## config.mk

```make
export PLATFORM = sky130hd
export DESIGN_NAME = adc_smp_timer
export DESIGN_NICKNAME = d
export VERILOG_FILES = /design/src/rtl/adc_smp_pkg.sv /design/src/rtl/adc_smp_regs.sv /design/src/rtl/adc_smp_sel.sv /design/src/rtl/adc_smp_window.sv /design/src/rtl/adc_smp_timer.sv
export SDC_FILE = /design/constraint.sdc
export NUM_CORES = 1
export LEC_CHECK = 0
export CORE_MARGIN = 1
export CORE_UTILIZATION = 52
export DETAILED_ROUTE_END_ITERATION = 6
export PLACE_DENSITY = 0.81
export SYNTH_ARGS = -nofsm -noshare
export SYNTH_HDL_FRONTEND = slang
export SYNTH_SLANG_ARGS = --single-unit
```

## constraint.sdc

```tcl
create_clock -name clk -period 2.8 [get_ports clk]
set_input_delay 0.28 -clock clk [delete_from_list [all_inputs] [get_ports clk]]
set_output_delay 0.28 -clock clk [all_outputs]
set_load 0.05 [all_outputs]
```

## src/rtl/adc_smp_pkg.sv

```systemverilog
package adc_smp_pkg;

    localparam int CODE_W = 3;
    localparam int TICK_W = 11;

    typedef enum logic [1:0] {
        WIN_IDLE = 2'd0,
        WIN_OPEN = 2'd1,
        WIN_DONE = 2'd2
    } win_st_e;

    typedef struct packed {
        win_st_e             st;
        logic [TICK_W-1:0]   cnt;
    } win_reg_t;

    // Duration code to window length in half ADC periods.
    function automatic logic [TICK_W-1:0] code_ticks(input logic [CODE_W-1:0] code,
                                                     input logic              extend);
        logic [TICK_W-1:0] t;
        case (code)
            3'd0:    t = extend ? TICK_W'(7) : TICK_W'(5);
            3'd1:    t = TICK_W'(13);
            3'd2:    t = TICK_W'(25);
            3'd3:    t = TICK_W'(49);
            3'd4:    t = TICK_W'(95);
            3'd5:    t = TICK_W'(185);
            3'd6:    t = TICK_W'(495);
            default: t = TICK_W'(1281);
        endcase
        return t;
    endfunction

endpackage

```

## src/rtl/adc_smp_regs.sv

```systemverilog
module adc_smp_regs
    import adc_smp_pkg::*;
#(
    parameter int                NUM_CH = 19,
    parameter int                ADDR_W = 8,
    parameter int                DATA_W = 32,
    parameter logic [ADDR_W-1:0] OFS_LO = 8'h14,
    parameter logic [ADDR_W-1:0] OFS_HI = 8'h18,
    localparam int               ALL_BITS = NUM_CH * CODE_W
) (
    input  logic                clk,
    input  logic                rst_n,
    input  logic                wr_en,
    input  logic [ADDR_W-1:0]   addr,
    input  logic [DATA_W-1:0]   wdata,
    input  logic                lock_reg,
    input  logic                lock_inj,
    output logic [DATA_W-1:0]   rdata,
    output logic [ALL_BITS-1:0] codes,
    output logic                extend
);

    localparam int LO_CH   = 10;
    localparam int LO_BITS = LO_CH * CODE_W;
    localparam int HI_BITS = ALL_BITS - LO_BITS;
    localparam int EXT_BIT = DATA_W - 1;

    typedef struct packed {
        logic                extend;
        logic [ALL_BITS-1:0] codes;
    } bank_t;

    bank_t bank_d, bank_q;
    logic  wr_ok;

    always_comb begin
        bank_d = bank_q;
        wr_ok  = wr_en && !lock_reg && !lock_inj;
        if (wr_ok) begin
            if (addr == OFS_LO) begin
                bank_d.codes[LO_BITS-1:0] = wdata[LO_BITS-1:0];
                bank_d.extend             = wdata[EXT_BIT];
            end else if (addr == OFS_HI) begin
                bank_d.codes[ALL_BITS-1:LO_BITS] = wdata[HI_BITS-1:0];
            end
        end
    end

    always_ff @(posedge clk or negedge rst_n) begin
        if (!rst_n) bank_q <= '0;
        else        bank_q <= bank_d;
    end

    always_comb begin
        rdata = '0;
        if (addr == OFS_LO) begin
            rdata[LO_BITS-1:0] = bank_q.codes[LO_BITS-1:0];
            rdata[EXT_BIT]     = bank_q.extend;
        end else if (addr == OFS_HI) begin
            rdata[HI_BITS-1:0] = bank_q.codes[ALL_BITS-1:LO_BITS];
        end
    end

    assign codes  = bank_q.codes;
    assign extend = bank_q.extend;

endmodule

```

## src/rtl/adc_smp_sel.sv

```systemverilog
module adc_smp_sel
    import adc_smp_pkg::*;
#(
    parameter int  NUM_CH = 19,
    parameter int  CH_W   = 5,
    localparam int ALL_BITS = NUM_CH * CODE_W
) (
    input  logic [ALL_BITS-1:0] codes,
    input  logic                extend,
    input  logic [CH_W-1:0]     chan,
    output logic [TICK_W-1:0]   ticks
);

    logic [CODE_W-1:0] code;

    // Unconnected channel numbers fall through to code 000.
    always_comb begin
        code = '0;
        for (int i = 0; i < NUM_CH; i++) begin
            if (chan == CH_W'(i)) code = codes[i*CODE_W +: CODE_W];
        end
        ticks = code_ticks(code, extend);
    end

endmodule

```

## src/rtl/adc_smp_window.sv

```systemverilog
module adc_smp_window
    import adc_smp_pkg::*;
(
    input  logic              clk,
    input  logic              rst_n,
    input  logic              tick_en,
    input  logic              start,
    input  logic [TICK_W-1:0] ticks_in,
    output logic              win,
    output logic              done,
    output logic              busy
);

    win_reg_t w_d, w_q;

    always_comb begin
        w_d = w_q;
        case (w_q.st)
            WIN_IDLE: begin
                if (start) begin
                    w_d.st  = WIN_OPEN;
                    w_d.cnt = ticks_in;
                end
            end
            WIN_OPEN: begin
                if (tick_en) begin
                    if (w_q.cnt <= TICK_W'(1)) w_d.st = WIN_DONE;
                    else                       w_d.cnt = w_q.cnt - TICK_W'(1);
                end
            end
            default: begin
                w_d.st  = WIN_IDLE;
                w_d.cnt = '0;
            end
        endcase
    end

    always_ff @(posedge clk or negedge rst_n) begin
        if (!rst_n) w_q <= '{st: WIN_IDLE, cnt: '0};
        else        w_q <= w_d;
    end

    assign win  = (w_q.st == WIN_OPEN);
    assign done = (w_q.st == WIN_DONE);
    assign busy = (w_q.st != WIN_IDLE);

endmodule

```

## src/rtl/adc_smp_timer.sv

```systemverilog
module adc_smp_timer
    import adc_smp_pkg::*;
#(
    parameter int                NUM_CH = 19,
    parameter int                CH_W   = 5,
    parameter int                ADDR_W = 8,
    parameter int                DATA_W = 32,
    parameter logic [ADDR_W-1:0] OFS_LO = 8'h14,
    parameter logic [ADDR_W-1:0] OFS_HI = 8'h18
) (
    input  logic              clk,
    input  logic              rst_n,
    input  logic              tick_en,
    input  logic              bus_wr,
    input  logic [ADDR_W-1:0] bus_addr,
    input  logic [DATA_W-1:0] bus_wdata,
    output logic [DATA_W-1:0] bus_rdata,
    input  logic              conv_reg_act,
    input  logic              conv_inj_act,
    input  logic              start,
    input  logic [CH_W-1:0]   chan,
    output logic              sample_win,
    output logic              done,
    output logic              busy
);

    localparam int ALL_BITS = NUM_CH * CODE_W;

    logic [ALL_BITS-1:0] codes;
    logic                extend;
    logic [TICK_W-1:0]   ticks;

    adc_smp_regs #(
        .NUM_CH (NUM_CH),
        .ADDR_W (ADDR_W),
        .DATA_W (DATA_W),
        .OFS_LO (OFS_LO),
        .OFS_HI (OFS_HI)
    ) regs_i (
        .clk      (clk),
        .rst_n    (rst_n),
        .wr_en    (bus_wr),
        .addr     (bus_addr),
        .wdata    (bus_wdata),
        .lock_reg (conv_reg_act),
        .lock_inj (conv_inj_act),
        .rdata    (bus_rdata),
        .codes    (codes),
        .extend   (extend)
    );

    adc_smp_sel #(
        .NUM_CH (NUM_CH),
        .CH_W   (CH_W)
    ) sel_i (
        .codes  (codes),
        .extend (extend),
        .chan   (chan),
        .ticks  (ticks)
    );

    adc_smp_window win_i (
        .clk      (clk),
        .rst_n    (rst_n),
        .tick_en  (tick_en),
        .start    (start),
        .ticks_in (ticks),
        .win      (sample_win),
        .done     (done),
        .busy     (busy)
    );

endmodule

```

==> results of run 1 <==
-- where the power goes --
part,switching [mW],internal [mW],leakage (nW)
sequential,0.103,1.12,0.971
combinational,0.445,0.340,1.60
clock,0.383,0.527,0.110
-- flip-flops by register name, indices dropped and copies added (netlist names) --
register / cells
regs_i.extend: 1
win_i.w_q: 13
regs_i.codes: 57
-- logic make-up (layout without fill, tap and decap cells) --
kind of cell | Yosys count | count (layout) | synth area share [%]
AOI/OAI and AO/OA | 106 | 106 | 19.0
xor gates and xnor gates | 5 | 5 | 1.04
adders and majority gates | 2 | 2 | 0.595
buffers and inverters | 42 | 164 | 4.17
DFF | 71 | 71 | 42.3
muxes | 67 | 67 | 18.0
other | 1 | 1 | 0.0892
and+or+nand+nor | 116 | 116 | 14.8
-- worst paths after layout --
check / endpoint / start
setup / recovery: win_i.w_q[7] / win_i.w_q[4]
hold / removal: regs_i.codes[41] / rst_n
setup reg to reg: win_i.w_q[7] / win_i.w_q[4]
hold reg to reg: win_i.w_q[10] / win_i.w_q[10]
max in group asynchronous: regs_i.codes[56] / rst_n
min in group clk: win_i.w_q[10] / win_i.w_q[10]
-- cell usage after synthesis, drive strengths merged, types with 2 or more instances --
master | count | area share [%]
and2b | 2 | 0.36
nor3b | 7 | 1.4
o311ai | 3 | 1.0
nor2 | 24 | 2.1
inv | 17 | 1.5
nor2b | 12 | 1.8
o211ai | 3 | 0.54
o2111ai | 2 | 0.42
a22oi | 6 | 1.1
o32a | 2 | 0.48
nand2b | 7 | 1.0
o21ai | 28 | 3.3
xnor2 | 4 | 0.83
a21oi | 12 | 1.8
ha | 2 | 0.60
nor3 | 12 | 1.4
o22ai | 2 | 0.45
a21o | 2 | 0.36
nand3 | 4 | 0.48
a32oi | 2 | 0.42
nand4 | 2 | 0.30
a221o | 2 | 0.48
nor4b | 3 | 0.63
dfrtp | 71 | 42
and3 | 2 | 0.30
and2 | 4 | 0.60
a22o | 30 | 6.2
nor4 | 4 | 0.60
or4 | 3 | 0.54
mux2 | 59 | 16
clkbuf | 15 | 1.3
buf | 10 | 1.3
mux2i | 7 | 1.7
nand2 | 25 | 2.2
-- worst max-delay path, delay by kind of cell, from the launching register on --
family	cells	cell delay [ns]
simple gates	4	1.19
flops	1	0.44
compound gates	3	0.88
-- stage by stage --
stage	hold WS (ns)	area, µm²	utilization [%]
floorplan	-0.0156	4200	-
global placement	0.341	5770	74.3
detailed placement	0.352	5770	74.3
CTS	0.532	6000	77.3
global route	0.549	6000	77.3
finish	0.527	6000	77.3
-- per-layer routing --
layer / part of all wire (%) / vias up
met5: 0 / -
met1: 42 / 1873
met4: 2.1 / 0
met3: 6.0 / 24
li1: - / 1762
met2: 50 / 175
-- final cells by class --
cell class,count,area share [%]
sequential,71,29.6
tap,102,2.13
clock buffer,11,2.35
timing repair buffer,131,25.8
inverter,17,1.06
clock inverter,5,1.35
multi-input combinational,297,37.7
==> flow_metrics.env, run 1 <==
export IMPL_grt_pass1_wl_um=19800
export IMPL_finalPower_mw=2.91
export IMPL_avgRoutedWirePerCell_um=19.0
export IMPL_place_gp_congestion=0.946
export IMPL_drtPass1Iterations=7
export IMPL_end_kind="register"
export IMPL_ctsRootBufferMaster="clkbuf_8"
export IMPL_post_dp_hpwl_um=9250
export IMPL_cts_sinks=71
export IMPL_setup_viol=0
export IMPL_layout_commonest_cell="dfrtp_1"
export IMPL_maxCapViolCount=0
export IMPL_regArea_mm2=0.00178
export IMPL_cp_max_fo=7
export IMPL_cts_buffers=9
export IMPL_first_iter_violations=233
export IMPL_worstSetupStartpointType="register"
export IMPL_cts_tree="built"
export IMPL_outcome="completed"
export IMPL_fin_worst_skew_ns=0.00885
export IMPL_regToRegSetupSlack_ns=0.16
export IMPL_hold_violations=0
export IMPL_totalNegativeSetupSlack_ns=0
export IMPL_vias_per_cell=6.05
export IMPL_layout_min_cycle_time_ns=2.64
export IMPL_io_buffers=84
export IMPL_ios=87
export IMPL_cp_arrival_ns=2.86
export IMPL_dp_cells=617
export IMPL_hp_class="in2async"
export IMPL_cts_hold_buf=1
export IMPL_first_global_vias=3955
export IMPL_clockBufferDepth=2
export IMPL_syn_area_mm2=0.00420
export IMPL_path_cells="or4_1 -> nor2_1 -> o2111a_1 -> o21ai_0 -> nand2_1 -> nor2_1 -> a221o_1"
export IMPL_irDropWorstVdd_mv=0.275
export IMPL_max_freq_ghz=0.378
export IMPL_synth_edf_count=0
export IMPL_core_area_mm2=0.00777
export IMPL_reg2reg_depth=7
export IMPL_mostFrequentLayoutCells="dfrtp_1, mux2_2, clkdlybuf4s50_1"
export IMPL_wl_um=12100
export IMPL_slew_viol_final=0
export IMPL_path_class="reg2reg"
export IMPL_h_tree_depth=3
export IMPL_power_density_mw_per_mm2=485
export IMPL_top_usage_layer="met2"
export IMPL_synthArstFlopShare_pct=100
export IMPL_ys_types=64
export IMPL_cts_setup_buffers=0
export IMPL_ys_seq_elements=71
export IMPL_fp_row_count=32
export IMPL_die_area_mm2=0.00845
export IMPL_tightest_slew_ns=0.734
export IMPL_area_delta_synth_final_pct=42.8
export IMPL_synthCells=410
export IMPL_p_leak_nw=2.68
export IMPL_antenna_found_initial=0
export IMPL_synth_top_flop_cell="dfrtp_1"
export IMPL_synth_nets=464
export IMPL_n_fill_cell=527
export IMPL_grt_use_met1_pct=39.3
export IMPL_gr_usage_met2_pct=51.4
export IMPL_overflow=0
export IMPL_crit_slowest_cell="or4_1"
export IMPL_drc=0
export IMPL_cts_resized=0
export IMPL_layout_setup_ws_ns=0.156
export IMPL_clock_latency_ns=0.33
export IMPL_ant_nets=0
export IMPL_synth_seq_area_share_pct=42.3
export IMPL_path_clk_slew_ns=0.08
export IMPL_grt_usage_pct=30.3
export IMPL_ys_warn_count=0
export IMPL_use_met3_pct=4.39
export IMPL_multi_input_area_mm2=0.00226
export IMPL_finalNetCount=581
export IMPL_start_util_pct=54.1
export IMPL_fin_cells=634
export IMPL_cpMostUsedCell="nor2_1"
export IMPL_fp_dieW_um=91.9
export IMPL_critPathMaxStageDelay_ns=0.62
export IMPL_required_ns=3.01
export IMPL_place_ws_ns=-0.0467
export IMPL_rsz0062_at_grt="no"
export IMPL_finalCritPeriodShare_pct=94.4
export IMPL_grt_max_degree=43
export IMPL_die_y_um=91.9
export IMPL_avgSynthCellArea_um2=10.3
export IMPL_slew_limit_headroom_pct=50.6
export IMPL_drive_gt1_share_pct=30.3
export IMPL_vias=3834
export IMPL_diodes=0
Note: power is estimated with default switching activity, not from simulation.
==> run 2: changes to the inputs <==
Settings changed: SLEW_MARGIN set to 20.
==> results of run 2 <==
The final DEF is identical to that of run 1; final timing and power are the same.
